===== config.mk =====
export PLATFORM = sky130hd
export DESIGN_NAME = cart_bank_ctrl
export DESIGN_NICKNAME = d
export VERILOG_FILES = /design/src/rtl/cart_bank_pkg.sv /design/src/rtl/cart_bank_regs.sv /design/src/rtl/cart_rom_map.sv /design/src/rtl/cart_ram_gate.sv /design/src/rtl/cart_bank_ctrl.sv
export SDC_FILE = /design/constraint.sdc
export NUM_CORES = 1
export LEC_CHECK = 0
export CAP_MARGIN = 15
export CORE_UTILIZATION = 40
export CTS_BUF_LIST = sky130_fd_sc_hd__clkbuf_2
export DETAILED_ROUTE_END_ITERATION = 12
export DONT_BUFFER_PORTS = 1
export GPL_TIMING_DRIVEN = 0
export HOLD_SLACK_MARGIN = 0.1
export SLEW_MARGIN = 30
export SYNTH_ARGS = -nofsm -noshare
export SYNTH_HDL_FRONTEND = slang
export SYNTH_HIERARCHICAL = 1
export SYNTH_SLANG_ARGS = --single-unit

===== constraint.sdc =====
create_clock -name clk -period 1.4 [get_ports clk]
set_clock_uncertainty 0.05 [all_clocks]
set_input_delay 0.35 -clock clk [delete_from_list [all_inputs] [get_ports clk]]
set_output_delay 0.35 -clock clk [all_outputs]
set_load 0.005 [all_outputs]

===== src/rtl/cart_bank_pkg.sv =====
// Package: shared widths, control-region codes and the bank state record
// used by every module of the cartridge bank controller.
package cart_bank_pkg;
    localparam int ADDR_W     = 16;
    localparam int DATA_W     = 8;
    localparam int LO_W       = 5;
    localparam int HI_W       = 2;
    localparam int BANK_W     = LO_W + HI_W;
    localparam int ROM_OFS_W  = 14;
    localparam int RAM_OFS_W  = 13;
    localparam int ROM_ADDR_W = BANK_W + ROM_OFS_W;
    localparam int RAM_ADDR_W = HI_W + RAM_OFS_W;
    localparam int SEL_W      = 3;
    localparam int REGION_W   = 3;

    // Control regions picked by address bits [15:13]
    typedef enum logic [REGION_W-1:0] {
        RG_RAM_EN  = 3'd0,
        RG_BANK_LO = 3'd1,
        RG_BANK_HI = 3'd2,
        RG_MODE    = 3'd3
    } region_e;

    localparam logic [DATA_W-1:0] RAM_ON_CODE  = 8'h0A;
    localparam logic [DATA_W-1:0] RAM_OFF_CODE = 8'h00;
    localparam logic [DATA_W-1:0] OPEN_BUS     = 8'hFF;

    typedef struct packed {
        logic [LO_W-1:0] rom_lo;
        logic [HI_W-1:0] rom_hi;
        logic [HI_W-1:0] ram_bank;
        logic            mode;
        logic            ram_en;
    } bank_state_t;
endpackage


===== src/rtl/cart_bank_regs.sv =====
// Control-register file. A CPU write below 0x8000 updates the bank fields,
// the mode and the RAM enable, chosen by address bits [15:13].
// Assumes cpu_wr lasts one cycle for each write.
module cart_bank_regs
    import cart_bank_pkg::*;
(
    input  logic                clk,
    input  logic                rst_n,
    input  logic                wr,
    input  logic [REGION_W-1:0] region,
    input  logic [DATA_W-1:0]   wdata,
    output bank_state_t         st
);
    logic [LO_W-1:0] lo_next;

    // Low bank field with the zero-to-one substitution
    always_comb begin
        lo_next = wdata[LO_W-1:0];
        if (lo_next == '0) lo_next = LO_W'(1);
    end

    // Register update on control writes
    always_ff @(posedge clk) begin
        if (!rst_n) begin
            st.rom_lo   <= LO_W'(1);
            st.rom_hi   <= '0;
            st.ram_bank <= '0;
            st.mode     <= 1'b0;
            st.ram_en   <= 1'b0;
        end else if (wr) begin
            case (region)
                RG_RAM_EN: begin
                    if (wdata == RAM_ON_CODE)       st.ram_en <= 1'b1;
                    else if (wdata == RAM_OFF_CODE) st.ram_en <= 1'b0;
                end
                RG_BANK_LO: st.rom_lo <= lo_next;
                RG_BANK_HI: begin
                    if (st.mode) st.ram_bank <= wdata[HI_W-1:0];
                    else         st.rom_hi   <= wdata[HI_W-1:0];
                end
                RG_MODE: begin
                    st.mode <= wdata[0];
                    if (wdata[0]) st.rom_hi   <= '0;
                    else          st.ram_bank <= '0;
                end
                default: ;
            endcase
        end
    end

    a_r1_reset_state: assert property (@(posedge clk) disable iff (!rst_n)
        $rose(rst_n) |-> (st.rom_lo == LO_W'(1) && st.rom_hi == '0 &&
                          st.ram_bank == '0 && !st.mode && !st.ram_en));

    a_r2_other_value_holds: assert property (@(posedge clk) disable iff (!rst_n)
        (wr && region == RG_RAM_EN && wdata != RAM_ON_CODE && wdata != RAM_OFF_CODE)
        |=> $stable(st.ram_en));

    a_r3_low_never_zero: assert property (@(posedge clk) disable iff (!rst_n)
        st.rom_lo != '0);

    a_r5_mode1_clears_hi: assert property (@(posedge clk) disable iff (!rst_n)
        (wr && region == RG_MODE && wdata[0]) |=> (st.rom_hi == '0 && st.mode));

    a_r5_mode0_clears_ram: assert property (@(posedge clk) disable iff (!rst_n)
        (wr && region == RG_MODE && !wdata[0]) |=> (st.ram_bank == '0 && !st.mode));

    a_r10_high_write_ignored: assert property (@(posedge clk) disable iff (!rst_n)
        (wr && region[REGION_W-1]) |=> $stable(st));
endmodule


===== src/rtl/cart_rom_map.sv =====
// ROM address mapper. The fixed window maps to bank 0. The switchable window
// maps to the selected bank ANDed with a mask of (2 << size_sel) - 1.
// Assumes size codes above the largest supported size act as the largest.
module cart_rom_map
    import cart_bank_pkg::*;
(
    input  logic                  clk,
    input  logic                  rst_n,
    input  bank_state_t           st,
    input  logic [SEL_W-1:0]      size_sel,
    input  logic [ROM_OFS_W:0]    addr,
    output logic [ROM_ADDR_W-1:0] rom_addr
);
    localparam logic [SEL_W-1:0] MAX_SEL = SEL_W'(BANK_W - 1);

    logic [SEL_W-1:0]  sel_sat;
    logic [BANK_W-1:0] mask;
    logic [BANK_W-1:0] bank_sel;
    logic [BANK_W-1:0] bank_eff;

    // Clamp the size code to the largest supported size
    always_comb sel_sat = (size_sel > MAX_SEL) ? MAX_SEL : size_sel;

    // One mask bit for each bank-number bit the configured size needs
    for (genvar i = 0; i < BANK_W; i++) begin : g_mask
        assign mask[i] = (SEL_W'(i) <= sel_sat);
    end

    // Full selected bank, wrapped and applied to the addressed window
    always_comb begin
        bank_sel = {st.rom_hi, st.rom_lo};
        bank_eff = addr[ROM_OFS_W] ? (bank_sel & mask) : '0;
        rom_addr = {bank_eff, addr[ROM_OFS_W-1:0]};
    end

    a_r6_within_rom_size: assert property (@(posedge clk) disable iff (!rst_n)
        (rom_addr >> (ROM_OFS_W + 1 + int'(sel_sat))) == '0);

    a_r7_fixed_window_bank0: assert property (@(posedge clk) disable iff (!rst_n)
        !addr[ROM_OFS_W] |-> (rom_addr[ROM_ADDR_W-1:ROM_OFS_W] == '0));
endmodule


===== src/rtl/cart_ram_gate.sv =====
// External-RAM window: forms the banked RAM address, gates the write strobe
// with the enable and returns open-bus data while RAM is disabled.
// Assumes the window is 0xA000-0xBFFF (address bits [15:13] = 3'b101).
module cart_ram_gate
    import cart_bank_pkg::*;
(
    input  logic                  clk,
    input  logic                  rst_n,
    input  bank_state_t           st,
    input  logic [ADDR_W-1:0]     addr,
    input  logic                  wr,
    input  logic [DATA_W-1:0]     rdata_i,
    output logic [RAM_ADDR_W-1:0] ram_addr,
    output logic                  ram_we,
    output logic [DATA_W-1:0]     rdata_o
);
    localparam logic [REGION_W-1:0] RAM_WINDOW = 3'b101;

    logic in_window;

    // Window decode and banked address
    always_comb begin
        in_window = (addr[ADDR_W-1:RAM_OFS_W] == RAM_WINDOW);
        ram_addr  = {st.ram_bank, addr[RAM_OFS_W-1:0]};
    end

    // Enable gating of the write strobe and read data
    always_comb begin
        ram_we  = wr && in_window && st.ram_en;
        rdata_o = st.ram_en ? rdata_i : OPEN_BUS;
    end

    a_r9_no_write_when_off: assert property (@(posedge clk) disable iff (!rst_n)
        !st.ram_en |-> !ram_we);

    a_r8_bank_in_address: assert property (@(posedge clk) disable iff (!rst_n)
        ram_addr[RAM_ADDR_W-1:RAM_OFS_W] == st.ram_bank);
endmodule


===== src/rtl/cart_bank_ctrl.sv =====
// Top of the cartridge bank controller. CPU writes below 0x8000 are decoded
// as control writes. Physical ROM and RAM addresses for cpu_addr are formed
// combinationally from the registered bank state.
module cart_bank_ctrl
    import cart_bank_pkg::*;
(
    input  logic                  clk,
    input  logic                  rst_n,
    input  logic [ADDR_W-1:0]     cpu_addr,
    input  logic                  cpu_wr,
    input  logic [DATA_W-1:0]     cpu_wdata,
    input  logic [SEL_W-1:0]      rom_size_sel,
    input  logic [DATA_W-1:0]     ram_rdata_i,
    output logic [ROM_ADDR_W-1:0] rom_addr,
    output logic [RAM_ADDR_W-1:0] ram_addr,
    output logic                  ram_we,
    output logic [DATA_W-1:0]     ram_rdata_o,
    output logic                  ram_enabled
);
    bank_state_t st;

    cart_bank_regs u_regs (
        .clk    (clk),
        .rst_n  (rst_n),
        .wr     (cpu_wr),
        .region (cpu_addr[ADDR_W-1:RAM_OFS_W]),
        .wdata  (cpu_wdata),
        .st     (st)
    );

    cart_rom_map u_rom (
        .clk      (clk),
        .rst_n    (rst_n),
        .st       (st),
        .size_sel (rom_size_sel),
        .addr     (cpu_addr[ROM_OFS_W:0]),
        .rom_addr (rom_addr)
    );

    cart_ram_gate u_ram (
        .clk      (clk),
        .rst_n    (rst_n),
        .st       (st),
        .addr     (cpu_addr),
        .wr       (cpu_wr),
        .rdata_i  (ram_rdata_i),
        .ram_addr (ram_addr),
        .ram_we   (ram_we),
        .rdata_o  (ram_rdata_o)
    );

    // Enable flag brought out for the surrounding memory system
    assign ram_enabled = st.ram_en;

    a_r9_we_needs_enable: assert property (@(posedge clk) disable iff (!rst_n)
        ram_we |-> (ram_enabled && cpu_wr));
endmodule


== After elaboration in Yosys (flattened, before gate mapping) ==
Cells that the tools add are included.
Widths: inputs -> output; s select.

* Word-level logic and storage cells: 46
* Register bits after elaboration: 11
* Input bits: 38

* Order comparisons: 8
* Equal/unequal tests: 9
* Mux-type cells: 11
* Bitwise operators: 1
* Reductions and logical operators: 12

{| class="wikitable"
|+ Operator list
! kind !! number
|-
| $le 3x3->1 const A || 3
|-
| $eq 8x4->1 const B || 1
|-
| $logic_not 8->1 || 1
|-
| $mux 2 || 4
|-
| $mux 8 || 1
|-
| $pmux 4 s2 || 1
|-
| $reduce_and 4->1 || 2
|-
| $and 7x7->7 || 1
|-
| $mux 7 || 1
|-
| $eq 3x2->1 const B || 2
|-
| $le 1x3->1 const A || 2
|-
| $le 2x3->1 const A || 2
|-
| $ne 2x2->1 const B || 3
|-
| $logic_not 5->1 || 1
|-
| $mux 5 || 1
|-
| $reduce_and 2->1 || 2
|-
| $reduce_bool 2->1 || 2
|-
| $eq 3x1->1 const B || 1
|-
| $eq 3x3->1 const B || 1
|-
| $gt 3x3->1 const B || 1
|-
| $logic_not 3->1 || 1
|-
| $mux 3 || 1
|-
| $reduce_and 3->1 || 1
|-
| $logic_and 1x1->1 || 2
|-
| other kinds (2) || 3
|}

== Logic depth before layout (Yosys ltp) ==
Gate-level depths: netlist of run 1.

* Word-level depth: 5
* Depth in mapped cells: 5

== Cells and area by module ==
The synthesis of run 1 kept the hierarchy.

{| class="wikitable"
|+ By module, submodules not included
! module !! times used !! cells an instance !! area each (um^2) !! seq. area each (um^2)
|-
| cart_bank_regs || 1 || 55 || 528.0 || 220.2
|-
| cart_ram_gate || 1 || 25 || 182.7 || 0.0
|-
| cart_rom_map || 1 || 23 || 171.4 || 0.0
|}

== Worst setup path after synthesis of run 1 ==
Ideal clock, no wire load.

* Kind: input to register
* Start: input port cpu_addr[15]
* End: register, netlist name u_regs/st[2]
* Stages on the path: 4
* Path slack: 0.175 ns
* Setup time: 0.116 ns
* Arrival: 1.059 ns
* Required time: 1.234 ns
* Buffers on the path: 0
* Path through: nand3b_1 -> a211oi_2 -> mux2i_1 -> nor2b_1

* Word-level cells in the longest chain between the ends: 3
* Elaborated cells on any way between the ends: 7
* Those cells by class: 4 x eq/ne; 1 x mux; 2 x reduce/logical

{| class="wikitable"
|+ RTL lines
! item !! line !! text
|-
| start: declaration || cart_bank_ctrl.sv:9 || <nowiki>input logic [ADDR_W-1:0] cpu_addr,</nowiki>
|-
| $eq 3x2->1 || cart_bank_regs.sv:31 || <nowiki>case (region)</nowiki>
|-
| $ne 2x1->1 (no source line), or another cell as far along || - ||
|-
| $reduce_and 4->1 (no source line) || - ||
|}

Several ways; a longest one is shown, not always the timed one.
A chain may end at the register's enable or synchronous reset.

== Final worst setup path of run 1 ==
* Start: register, netlist name u_regs/st[0]
* End: output port ram_rdata_o[6]

* Word-level cells in the longest chain between the ends: 1

{| class="wikitable"
|+ RTL lines
! item !! line !! text
|-
| $mux 8 || cart_ram_gate.sv:30 || <nowiki>rdata_o = st.ram_en ? rdata_i : OPEN_BUS;</nowiki>
|-
| end: declaration || cart_bank_ctrl.sv:17 || <nowiki>output logic [DATA_W-1:0] ram_rdata_o,</nowiki>
|}

No other way between the ends.

==> results_dict.tcl, run 1 <==
set metrics [dict create \
    grt_pass1_wl_um 2640 \
    via_per_inst 5.17 \
    final_layout_size_suffix_gt1_frac 0.364 \
    whs_ps 207 \
    cp-startpoint "u_regs/st[0]" \
    cp_slowest_stage_delay_ps 420 \
    drtPass1Iterations 2 \
    remaining_drc_errors 0 \
    power_switching_share 0.243 \
    drt-total-wl_um 1850 \
    rr_endpoint "u_regs/st[5]" \
    yosys_warnings 6 \
    cpMaxStageDelayCell "dfxtp_4" \
    grt.total_usage 0.149 \
    cts_tree "built" \
    synth_ff_type "dfxtp_1" \
    fin_ws_ps 64.4 \
    die_area_sq_um 2400 \
    finalPower_mw 0.621 \
    portBuffers 0 \
    synthDistinctLibCells 28 \
    fin_nets 146 \
    reg_top3 "u_regs/st x11" \
    power_frac_seq 0.516 \
    pwr-share-comb 0.194 \
    clock_latency_ps 250 \
    ys_seq_area_frac 0.250 \
    clockPowerShare 0.290 \
    drv_slew 0 \
    ys_ff_latch 11 \
    hold_violations 0 \
    path_delay_family "flip-flops" \
    ir_drop_uv 424 \
    cp.arrival_ps 940 \
    power_density_nw_per_um2 661 \
    synth_top_area_cell "dfxtp_1" \
    setup_violations 0 \
    async_flop_share 0 \
    coreArea_sq_um 2020 \
    syn-cell-area_sq_um 882 \
    worst_pin_slew_ps 309 \
    ios 84 \
    r2r_setup_slack_ps 240 \
    cp-end-kind "output pin" \
    place_hpwl_um 1490 \
    worst-path-buf-inv 0 \
    holdPathStages 1 \
    start_util 0.436 \
    cts-htree-levels 1 \
    antenna_found_initial 0 \
    cts_buffer_depth 2 \
    synth_area_per_cell_sq_um 8.56 \
    cp_cell_sequence "or2b_1" \
    regMostFlops "u_regs/st" \
    setup.worst_path.start_class "register" \
    max_freq_mhz 749 \
    gp_congestion 0.650 \
    row_count 16 \
    grt_remaining_overflow 0 \
    synth_cells 103 \
    grt_pass1_vias 599 \
    grt_max_degree 13 \
    max_cap_viol_count 0 \
    synth_edf_count 0 \
    syn_nets 141 \
    dpl_worst_slack_ps 77.4 \
    detail_route.iter0.violations 4 \
    wire_per_inst_um 13.8 \
    worst-path-max-fanout 11 \
    die_x_um 49.0 \
    hp-class "in2reg" \
    criticalPathCategory "reg2out" \
    cts_num_sinks 11 \
    die_height_um 49.0 \
    switching_power_mw 0.151 \
    largest_reg_flops 11 \
    via_count 693 \
    hp-start "rst_n" \
    setup_tns_ps 0 \
    relSlewSlack 0.791 \
    power.leakage_nw 0.410 \
    rr_startpoint "u_regs/st[1]" \
    clkTransAtPathRegs_ps 110 \
    outcome "complete, no violations" \
    postRouteAntennaNets 0 \
    post_cts_buffers 0 \
    area_growth_pct 6.52 \
    netlist_top_cells_area "dfxtp_1, buf_4, mux2i_1" \
    hold_end "u_regs/st[0]" \
    reg2reg_depth 4 \
    root_buffer "clkbuf_2" \
    worstPathRequired_ps 1000 \
    diodes 0 \
    cts-buffers-inserted 3 \
    min_period_ps 1340 \
    p_int_mw 0.470 \
    grt_setup_unrepaired "no" \
    post-route-period-util 0.954 \
    synth_top_area_frac 0.250 \
]
## worst max-delay path by stage
stage,endpoint,slack [ps],cells past startpoint
finish,ram_rdata_o[6],60,1
global route,ram_rdata_o[6],8,1
CTS,ram_rdata_o[6],1,1
detailed placement,u_regs/st[3],80,4
global placement,u_regs/st[4],100,4
floorplan,u_regs/st[2],170,4
## kinds of logic (layout without fill, tap and decap cells)
logic type,count (synthesis),count (layout),synth area share
flops,11,11,0.250
buf+inv,32,36,0.261
compound gates,9,9,0.0965
mux,9,9,0.102
simple gates,42,42,0.291
## metrics by stage
| step | cell area, sq um | instances | utilization |
|---|---|---|---|
| final | 940 | 134 | 0.465 |
| after floorplan | 882 | 103 | - |
| after global routing | 940 | 134 | 0.465 |
| after global placement | 916 | 130 | 0.453 |
| after detailed placement | 916 | 130 | 0.453 |
| after CTS | 937 | 134 | 0.463 |
## power groups by stage
stage / sequential (mW) / clock [mW] / combinational (mW)
after floorplan: 0.328 / 0 / 0.111
after global placement: 0.329 / 0 / 0.121
after detailed placement: 0.330 / 0 / 0.121
after CTS: 0.322 / 0.186 / 0.122
after global routing: 0.321 / 0.204 / 0.130
final: 0.320 / 0.180 / 0.121
## metal layers
metal  share of wire  global-route usage  routed length, um  vias to the layer above
li1                -                   -                  -                      330
met1            0.41               0.164                748                      312
met2            0.49               0.248                903                       49
met3           0.095              0.0467                176                        2
met4          0.0092              0.0882                 17                        0
met5               0                   0                  0                        -
## cell type report
class | count | area, sq um
Clock buffer | 4 | 20.0
Tap cell | 27 | 33.8
Inverter | 1 | 3.75
Sequential cell | 11 | 224
Fill cell | 210 | 1080
Multi-Input combinational cell | 60 | 432
Buffer | 31 | 226
## cell usage in the layout (no fill, tap or decap), drive strengths merged, types with 2 or more instances in the layout
cell    count
and3        2
dfxtp      11
nand3b      2
nor3        2
nand2       5
nor2        4
buf        29
mux2i       9
clkbuf      6
or2b        3
and2        3
nor2b      10
nand2b      5
a211oi      2
a21oi       2
## synth_stat cells (all sizes together), types with 2 or more instances
| library cell | number |
|---|---|
| a211oi | 2 |
| nand2 | 5 |
| clkbuf | 2 |
| nor2 | 4 |
| mux2i | 9 |
| nor2b | 10 |
| and2 | 3 |
| a21oi | 2 |
| nor3 | 2 |
| nand2b | 5 |
| nand3b | 2 |
| or2b | 3 |
| and3 | 2 |
| buf | 29 |
| dfxtp | 11 |
## repair_timing
action	CTS	global route
setup endpoints to repair	4	4
gates resized for setup	1	1
hold buffers	0	0
pin swaps	0	0
cloned	0	0
No activity file was read; power rests on OpenSTA's default activity.
==> inputs of run 2 (changes only) <==
--- a/config.mk
+++ b/config.mk
@@ -15,5 +15,4 @@
 export SLEW_MARGIN = 30
 export SYNTH_ARGS = -nofsm -noshare
 export SYNTH_HDL_FRONTEND = slang
-export SYNTH_HIERARCHICAL = 1
 export SYNTH_SLANG_ARGS = --single-unit
==> run 2 against run 1 <==
Count of clock-buffer cells in the layout stayed put; critical path depth up 1; sequential power is essentially flat; final cell count grew 3.7%; utilization is 0.062 points higher; hold slack lost 41 ps; synthesized area is 0.14% higher; final area up 0.13%; critical path type unchanged; largest cell class unchanged; highest routed layer unchanged.
==> results_dict.tcl, run 2 <==
set metrics [dict create \
    outcome "complete, no violations" \
    postRouteAntennaNets 0 \
    fin_ws_ps 88.3 \
    p_int_mw 0.465 \
    synth_cells 108 \
    portBuffers 0 \
    rr_startpoint "u_regs.st[1]" \
    drtPass1Iterations 4 \
    start_util 0.437 \
    cts_tree "built" \
    setup.worst_path.start_class "register" \
    route.met3.wl_um 190 \
    synthDistinctLibCells 32 \
    yosysMostFrequentCell "buf_4" \
    via_per_inst 5.68 \
    cp-endpoint "ram_we" \
    synth_ff_type "dfxtp_1" \
    worstPathRequired_ps 1000 \
    grt_max_degree 12 \
    cp_slowest_stage_delay_ps 420 \
    power.leakage_nw 0.378 \
    grt.total_usage 0.159 \
    reg2reg_depth 3 \
    regMostFlops "u_regs.st" \
    grt_setup_unrepaired "no" \
    coreArea_sq_um 2020 \
    max_freq_mhz 762 \
    hp-class "in2reg" \
    ys_seq_area_frac 0.249 \
    r2r_setup_slack_ps 140 \
    hold_buffers 0 \
    post-route-period-util 0.937 \
    die_x_um 49.0 \
    ir_drop_uv 375 \
    cpMaxStageDelayCell "dfxtp_4" \
    power_density_nw_per_um2 671 \
    cp.depth 2 \
    die_area_sq_um 2400 \
    die_height_um 49.0 \
    cp-startpoint "u_regs.st[0]" \
    cts-buffers-inserted 3 \
    rr_endpoint "u_regs.st[4]" \
    wl_met2_um 1020 \
    drv_slew 0 \
    criticalPathCategory "reg2out" \
    nFillCells 226 \
    power_switching_share 0.263 \
    grt_pass1_vias 640 \
    root_buffer "clkbuf_2" \
    remaining_drc_errors 0 \
    yosys_warnings 0 \
    clockPowerShare 0.299 \
    worst_pin_slew_ps 369 \
    via_count 789 \
    wire_per_inst_um 14.6 \
    top_layer "met4" \
    synth_area_per_cell_sq_um 8.18 \
    largest_reg_flops 11 \
    pwr-share-comb 0.194 \
    ys_ff_latch 11 \
    max_cap_viol_count 0 \
    cts-htree-levels 1 \
    row_count 16 \
    worst-path-buf-inv 0 \
    synth_top_area_frac 0.249 \
    setup_violations 0 \
    place_hpwl_um 1580 \
    dpl_worst_slack_ps -165 \
    power_frac_seq 0.507 \
    clock_latency_ps 260 \
    async_flop_share 0 \
    syn_nets 146 \
    synth_top_area_cell "dfxtp_1" \
    cts_buffer_depth 2 \
    antenna_found_initial 0 \
    relSlewSlack 0.754 \
    area_growth_pct 6.52 \
    drt-total-wl_um 2030 \
    ios 84 \
    reg_top3 "u_regs.st x11" \
    syn-cell-area_sq_um 883 \
    cts_num_sinks 11 \
    ys_top_cells_by_count "buf_4, dfxtp_1, nand2b_1, nor2_1, a21oi_1" \
    worst-path-max-fanout 11 \
    cp.arrival_ps 910 \
    detail_route.iter0.violations 22 \
    setup_tns_ps 0 \
    grt_remaining_overflow 0 \
    diodes 0 \
    wl_met1_um 790 \
    layout_common_cells "buf_4, dfxtp_1, nand2b_1, nor2_1, a21oi_1" \
    hold_violations 0 \
    cp_cell_sequence "nand3_1 > nor2_1" \
    min_period_ps 1310 \
    clkTransAtPathRegs_ps 110 \
    cp-end-kind "output pin" \
    netlist_top_cells_area "dfxtp_1, buf_4, nand2b_1" \
    synth_edf_count 0 \
    final_layout_size_suffix_gt1_frac 0.339 \
    grt_pass1_wl_um 2860 \
    switching_power_mw 0.166 \
    path_delay_family "flip-flops" \
    gp_congestion 0.726 \
    fin_nets 151 \
    final_common_cell "buf_4" \
]
run 2: worst register-to-register path, stage by stage (launching register included):
cell and delay [ps]:
dfxtp_1 340, nor2b_1 170, or4b_1 510, a21oi_1 130
run 2: metrics by stage:
step,utilization,power (mW),area [sq um],instances,hold slack (ps)
2_1_floorplan,-,0.438,883,108,394
3_3_place_gp,0.454,0.452,917,135,406
3_5_place_dp,0.454,0.451,917,135,413
4_1_cts,0.464,0.635,938,139,167
5_1_grt,0.465,0.664,941,139,149
6_report,0.465,0.631,941,139,166
run 2: worst min-delay path by stage:
stage            startpoint      endpoint  slack [ps]  cells past startpoint
2_1_floorplan  u_regs.st[5]  u_regs.st[5]         390                      2
3_3_place_gp   u_regs.st[6]  u_regs.st[6]         410                      1
3_5_place_dp   u_regs.st[6]  u_regs.st[6]         410                      1
4_1_cts               rst_n  u_regs.st[0]         170                      2
5_1_grt               rst_n  u_regs.st[0]         150                      2
6_report              rst_n  u_regs.st[0]         170                      2
run 2: cell families (layout without fill, tap and decap cells):
family                 count (synthesis)  in the layout  share of synthesized area
buffers and inverters                 35             39                      0.273
AO/OA/AOI/OAI                         19             19                      0.156
flip-flops                            11             11                      0.249
multiplexers                           4              4                     0.0453
AND/OR/NAND/NOR                       39             39                      0.276
run 2: power by group through the flow:
stage / combinational, mW / sequential, mW / clock [mW]
6_report: 0.122 / 0.320 / 0.189
5_1_grt: 0.131 / 0.321 / 0.211
4_1_cts: 0.123 / 0.322 / 0.190
3_5_place_dp: 0.122 / 0.329 / 0
3_3_place_gp: 0.123 / 0.329 / 0
2_1_floorplan: 0.110 / 0.328 / 0
run 2: layout make-up:
| class | count | area [sq um] | area share |
|---|---|---|---|
| plain buffers | 32 | 230 | 0.245 |
| flip-flops and latches | 11 | 224 | 0.238 |
| clock buffers | 4 | 20.0 | 0.0213 |
| well taps | 27 | 33.8 | 0.0359 |
| multi-input cells | 62 | 422 | 0.448 |
| inverters | 3 | 11.3 | 0.0120 |
run 2: what timing repair did:
item | CTS | global route
endpoints found under the hold margin | 0 | 0
gates resized for setup | 1 | 1
pin swaps | 0 | 0
setup buffers | 0 | 0
endpoints found under the setup margin | 1 | 1
run 2: metal layers:
metal  global-route usage  vias up
met5                    0        -
met4               0.0735        0
met3               0.0530        3
met2                0.273       58
met1                0.175      359
li1                     -      369
